[src/rtl/srx_pkg.sv]
package srx_pkg;
    localparam int CHAR_MAX = 8;
    localparam logic [1:0] FAC_1X  = 2'b00;
    localparam logic [1:0] FAC_16X = 2'b01;

    typedef enum logic [2:0] {
        ST_IDLE, ST_START, ST_BITS, ST_PAR, ST_STOP
    } srx_state_e;

    typedef struct packed {
        logic [CHAR_MAX-1:0] data;
        logic                perr;
        logic                ferr;
        logic                brk;
    } srx_char_t;
endpackage

[src/rtl/srx_sync.sv]
module srx_sync #(
    parameter int STAGES = 2
) (
    input  logic clk,
    input  logic rst_n,
    input  logic din,
    output logic dout
);
    logic [STAGES-1:0] chain_d, chain_q;

    always_comb begin
        chain_d = chain_q;
        for (int i = STAGES-1; i > 0; i--) chain_d[i] = chain_q[i-1];
        chain_d[0] = din;
    end

    always_ff @(posedge clk or negedge rst_n) begin
        if (!rst_n) chain_q <= '1;
        else        chain_q <= chain_d;
    end

    assign dout = chain_q[STAGES-1];
endmodule

[src/rtl/srx_frame.sv]
module srx_frame
    import srx_pkg::*;
#(
    parameter int FAST_DIV = 16,
    parameter int SLOW_DIV = 64
) (
    input  logic       clk,
    input  logic       rst_n,
    input  logic       tick,
    input  logic       line,
    input  logic [1:0] cfg_factor,
    input  logic [1:0] cfg_len,
    input  logic       cfg_par_en,
    input  logic       cfg_par_odd,
    output logic       done,
    output srx_char_t  res,
    output logic       brk_det
);
    localparam int CNT_W = $clog2(SLOW_DIV);
    localparam int DIV_W = CNT_W + 1;
    localparam int IDX_W = $clog2(CHAR_MAX);

    typedef struct packed {
        srx_state_e          state;
        logic [CNT_W-1:0]    cnt;
        logic [IDX_W-1:0]    idx;
        logic [CHAR_MAX-1:0] shreg;
        logic                par;
        logic                brk;
    } frame_st_t;

    frame_st_t q, d;
    logic [DIV_W-1:0] div, half;
    logic [IDX_W-1:0] last_idx;
    logic             at_end;

    always_comb begin
        d    = q;
        done = 1'b0;
        res  = '0;
        unique case (cfg_factor)
            FAC_1X:  div = DIV_W'(1);
            FAC_16X: div = DIV_W'(FAST_DIV);
            default: div = DIV_W'(SLOW_DIV);
        endcase
        half     = div >> 1;
        last_idx = IDX_W'(cfg_len) + IDX_W'(4);
        at_end   = ({1'b0, q.cnt} == div - 1'b1);
        if (tick) begin
            unique case (q.state)
                ST_IDLE: begin
                    if (q.brk) begin
                        if (line) d.brk = 1'b0;
                    end else if (!line) begin
                        d.cnt   = '0;
                        d.idx   = '0;
                        d.shreg = '0;
                        d.par   = 1'b0;
                        d.state = (div == DIV_W'(1)) ? ST_BITS : ST_START;
                    end
                end
                ST_START: begin
                    if ({1'b0, q.cnt} == half - 1'b1) begin
                        d.cnt   = '0;
                        d.state = line ? ST_IDLE : ST_BITS;
                    end else begin
                        d.cnt = q.cnt + 1'b1;
                    end
                end
                default: begin
                    if (!at_end) begin
                        d.cnt = q.cnt + 1'b1;
                    end else begin
                        d.cnt = '0;
                        unique case (q.state)
                            ST_BITS: begin
                                d.shreg[q.idx] = line;
                                if (q.idx == last_idx) d.state = cfg_par_en ? ST_PAR : ST_STOP;
                                else                   d.idx   = q.idx + 1'b1;
                            end
                            ST_PAR: begin
                                d.par   = line;
                                d.state = ST_STOP;
                            end
                            default: begin
                                done     = 1'b1;
                                res.data = q.shreg;
                                res.ferr = !line;
                                res.perr = cfg_par_en && ((^q.shreg ^ q.par) != cfg_par_odd);
                                res.brk  = (q.shreg == '0) && !(cfg_par_en && q.par) && !line;
                                d.brk    = res.brk;
                                d.state  = ST_IDLE;
                            end
                        endcase
                    end
                end
            endcase
        end
    end

    always_ff @(posedge clk or negedge rst_n) begin
        if (!rst_n) q <= '{state: ST_IDLE, default: '0};
        else        q <= d;
    end

    assign brk_det = q.brk;


    brk_idle_chk: assert property (@(posedge clk) disable iff (!rst_n)
        q.brk |-> q.state == ST_IDLE);


    one_x_no_recheck_chk: assert property (@(posedge clk) disable iff (!rst_n)
        (cfg_factor == FAC_1X && q.state == ST_IDLE) |=> q.state != ST_START);
endmodule

[src/rtl/srx_hold.sv]
module srx_hold
    import srx_pkg::*;
(
    input  logic                clk,
    input  logic                rst_n,
    input  logic                load,
    input  srx_char_t           res,
    input  logic                rd_ack,
    output logic [CHAR_MAX-1:0] data,
    output logic                ready,
    output logic                perr,
    output logic                ferr,
    output logic                ovr
);
    typedef struct packed {
        logic [CHAR_MAX-1:0] data;
        logic                ready;
        logic                perr;
        logic                ferr;
        logic                ovr;
    } hold_st_t;

    hold_st_t q, d;

    always_comb begin
        d = q;
        if (rd_ack) d.ready = 1'b0;
        if (load) begin
            d.data  = res.data;
            d.perr  = res.perr;
            d.ferr  = res.ferr;
            d.ovr   = q.ready && !rd_ack;
            d.ready = 1'b1;
        end
    end

    always_ff @(posedge clk or negedge rst_n) begin
        if (!rst_n) q <= '0;
        else        q <= d;
    end

    assign data  = q.data;
    assign ready = q.ready;
    assign perr  = q.perr;
    assign ferr  = q.ferr;
    assign ovr   = q.ovr;


    ack_clear_chk: assert property (@(posedge clk) disable iff (!rst_n)
        (rd_ack && !load) |=> !ready);


    hold_stable_chk: assert property (@(posedge clk) disable iff (!rst_n)
        !load |=> ($stable(data) && $stable(perr) && $stable(ferr) && $stable(ovr)));


    overrun_chk: assert property (@(posedge clk) disable iff (!rst_n)
        (load && ready && !rd_ack) |=> (ovr && ready));
endmodule

[src/rtl/serial_char_receiver.sv]
module serial_char_receiver
    import srx_pkg::*;
#(
    parameter int SYNC_STAGES = 2,
    parameter int FAST_DIV    = 16,
    parameter int SLOW_DIV    = 64
) (
    input  logic       clk,
    input  logic       rst_n,
    input  logic       samp_en,
    input  logic       rxd,
    input  logic [1:0] cfg_factor,
    input  logic [1:0] cfg_len,
    input  logic       cfg_par_en,
    input  logic       cfg_par_odd,
    input  logic       rd_ack,
    output logic [7:0] rx_data,
    output logic       rx_ready,
    output logic       err_parity,
    output logic       err_frame,
    output logic       err_overrun,
    output logic       brk_det
);
    logic      line_s;
    logic      char_done;
    srx_char_t char_res;

    srx_sync #(.STAGES(SYNC_STAGES)) u_sync (
        .clk(clk), .rst_n(rst_n), .din(rxd), .dout(line_s)
    );

    srx_frame #(.FAST_DIV(FAST_DIV), .SLOW_DIV(SLOW_DIV)) u_frame (
        .clk(clk), .rst_n(rst_n), .tick(samp_en), .line(line_s),
        .cfg_factor(cfg_factor), .cfg_len(cfg_len),
        .cfg_par_en(cfg_par_en), .cfg_par_odd(cfg_par_odd),
        .done(char_done), .res(char_res), .brk_det(brk_det)
    );

    srx_hold u_hold (
        .clk(clk), .rst_n(rst_n), .load(char_done), .res(char_res),
        .rd_ack(rd_ack), .data(rx_data), .ready(rx_ready),
        .perr(err_parity), .ferr(err_frame), .ovr(err_overrun)
    );


    deliver_ready_chk: assert property (@(posedge clk) disable iff (!rst_n)
        char_done |=> rx_ready);
endmodule

[config.mk]
export PLATFORM = sky130hd
export DESIGN_NAME = serial_char_receiver
export DESIGN_NICKNAME = d
export VERILOG_FILES = /design/src/rtl/srx_pkg.sv /design/src/rtl/srx_sync.sv /design/src/rtl/srx_frame.sv /design/src/rtl/srx_hold.sv /design/src/rtl/serial_char_receiver.sv
export SDC_FILE = /design/constraint.sdc
export NUM_CORES = 1
export LEC_CHECK = 0
export CELL_PAD_IN_SITES_DETAIL_PLACEMENT = 0
export CELL_PAD_IN_SITES_GLOBAL_PLACEMENT = 1
export CORE_AREA = 2 2 92 94
export DETAILED_ROUTE_END_ITERATION = 7
export DIE_AREA = 0 0 94 96
export DONT_BUFFER_PORTS = 1
export PLACE_DENSITY = 0.41
export SLEW_MARGIN = 15
export SYNTH_ARGS = -nofsm -noshare
export SYNTH_HDL_FRONTEND = slang
export SYNTH_SLANG_ARGS = --single-unit
[constraint.sdc]
create_clock -name clk -period 2.55 [get_ports clk]
set_input_delay 0.3825 -clock clk [delete_from_list [all_inputs] [get_ports clk]]
set_output_delay 0.3825 -clock clk [all_outputs]
set_load 0.05 [all_outputs]
==> results by group <==
Run status
  • Status: finished, final reports clean

Clocking
  • Clock Tree Root: clkbuf_8
  • CTS sink cnt: 36
  • CTS Buf Count: 5
  • Clk slew on worst S/H paths: 80 ps
  • CTS tree: yes
  • Clock buffer depth: 2
  • Skew-Pair Late Insertion Delay: 290 ps
  • Setup bufs post-CTS: 0
  • Max H-tree Level: 2

Finish
  • Final core utilization: 0.276
  • Most frequent cells in the layout: dfrtp_1, nand2_1, mux2_2
  • Share of layout cells above drive strength 1: 0.185
  • Most common cell after layout, fill and taps aside: dfrtp_1
  • Fillers: 864
  • ANT cells: 0
  • Area Growth Syn to Fin: 13.4%
  • Fin nets: 216
  • Finished Layout Cells: 305

Flow run
  • MaxCap Viol Count: 0

Placed design
  • Placed insts: 295
  • PortBufs: 0
  • Detailed-placement wirelength estimate: 3850 um
  • Placer Congestion: 0.749
  • Place WS: 428 ps

Global routing
  • Vias in the first global route: 1,634
  • Global-route wire length before repair: 8510 um
  • Total track usage: 0.125
  • Overflow after GRT: 0
  • Initial antenna violation count: 0
  • Largest net degree at the start of global routing: 37

Timing
  • Setup TNS: 0 ps
  • RSZ-0062 raised after global routing: false
  • Hold Vio Cnt, Final: 0
  • Max_slew headroom: 0.676
  • Final min period: 2150 ps
  • Fmax: 465 MHz
  • Final setup fails: 0
  • Max-slew violation count: 0
  • Least-Margin Pin Slew: 487 ps
  • Worst setup margin: 399 ps
  • Final hold slack: 78.9 ps
  • Final Cycle Share: 0.843
  • Layout Skew: 9.20 ps

Setup path
  • Startpoint type of the worst setup path: flop
  • Critical path required time: 2750 ps
  • CP max FO: 6
  • Worst EP arrival: 2350 ps
  • CP startpoint: u_frame.q[15]
  • Crit end category: flop
  • Crit path kind: reg -> reg
  • Reg2Reg Launch Point: u_frame.q[15]

Detailed routing
  • DR WL/cell: 17.1 um
  • Via count: 1,526
  • Drc violations: 0
  • Post-Route WL: 5210 um
  • 1st-iter DRT viols: 43
  • First-pass DRT Iterations: 4
  • Final antenna-violating net count: 0
  • Via-per-instance ratio: 5.00

Logic synthesis
  • Synthesized instance count: 193
  • Share of the synthesized area in the top cell type: 0.434
  • Primary FF master, synth: dfrtp_1
  • EDFF count, synth: 0
  • Yosys reg bits: 36
  • Warnings, synthesis: 0
  • Post-synthesis sequential area ratio: 0.461
  • Net count after synthesis: 210
  • FFs w/ async S/R, synth: 1.00
  • Synthesized area: 1960 sq um
  • Synth top area cells: dfrtp_1, mux2_2, ha_1
  • Synth unique cells: 47
  • Cell taking the most area after synthesis: dfrtp_1
  • Synthesized area per cell: 10.2 sq um

Power
  • Leak: 0.938 nW
  • Power Dens Cells: 1140 nW/um^2
  • Worst vdd rail ir drop: 0.280 mV

Floorplan
  • Core ar.: 8050 sq um
  • Die W: 94 um
  • Die H: 96 um
  • Boundary Pins: 24
  • Initial Util: 0.244
  • Die ar.: 9020 sq um
  • Rows: 33

Min path
  • HP Start: rxd
  • Hold Path Class: in -> reg
-- layout make-up --
class,instances,area [sq um],share of cell area
well taps,105,131,0.0591
inverters,12,45.0,0.0203
flip-flops and latches,36,903,0.406
repair buffers,9,82.6,0.0371
multi-input cells,135,961,0.432
clock buffers,8,100,0.0450
-- through the flow --
step,power [mW],cell area (sq um)
after floorplan,1.83,1960
after global placement,2.06,2090
after detailed placement,2.08,2090
after CTS,2.58,2220
after global routing,2.72,2220
final,2.54,2220
-- registers in the layout (all words and copies together) (netlist names) --
signal and cells:
u_frame.brk_det 1, u_hold.perr 1, u_hold.ovr 1, u_frame.q 21
u_hold.data 8, u_hold.ferr 1, u_hold.ready 1, u_sync.chain_q 2
-- worst max-delay path, stage by stage (launching register included) --
cell,delay (ps)
dfrtp_1,430
nor4_1,320
a2bb2oi_1,180
or2_1,340
or4_4,580
o221ai_1,200
-- report_power, final --
group	internal, mW	switching [mW]
clock network	0.247	0.218
registers	0.744	0.386
logic	0.435	0.507
total	1.43	1.11
-- routing by layer --
layer	vias up	track usage	routed length [um]
met2	32	0.228	2680
met3	9	0.0313	233
li1	724	-	-
met1	761	0.139	2160
met4	0	0.0543	137
met5	-	0	0
-- Yosys cell counts (all sizes together), types with 3 or more instances --
cell,instances
inv,12
nor2b,3
nand3,6
buf,4
o21ai,12
nand2,14
a21oi,6
ha,6
o221ai,8
or2,4
o211ai,10
mux2,13
a31oi,5
nor3,6
nor2,7
nor4,3
clkbuf,6
xnor2,6
dfrtp,34
-- worst paths after layout --
kind	to	slack (ps)	cells past startpoint
worst min register to register	u_sync.chain_q[1]	380	0
worst max register to register	u_frame.q[7]	400	5
min in group asynchronous	u_hold.data[1]	540	2
worst max-delay path	u_frame.q[7]	400	5
max in group asynchronous	u_sync.chain_q[1]	1740	2
worst min-delay path	u_sync.chain_q[0]	80	0
-- kinds of logic (layout without fill, tap and decap cells) --
kind of cell / after synthesis / count (layout) / share of synthesized area
mux: 14 / 14 / 0.0798
compound gates: 51 / 51 / 0.180
fa+ha+maj: 6 / 6 / 0.0383
simple gates: 57 / 57 / 0.161
xor+xnor: 7 / 7 / 0.0313
buf+inv: 22 / 29 / 0.0491
flops: 36 / 36 / 0.461
-- timing repair --
item                                   CTS  global route
endpoints found under the hold margin   36             0
hold buffers                             2             0
gates resized for setup                  0             0
Power figures use the tool's default switching activity.
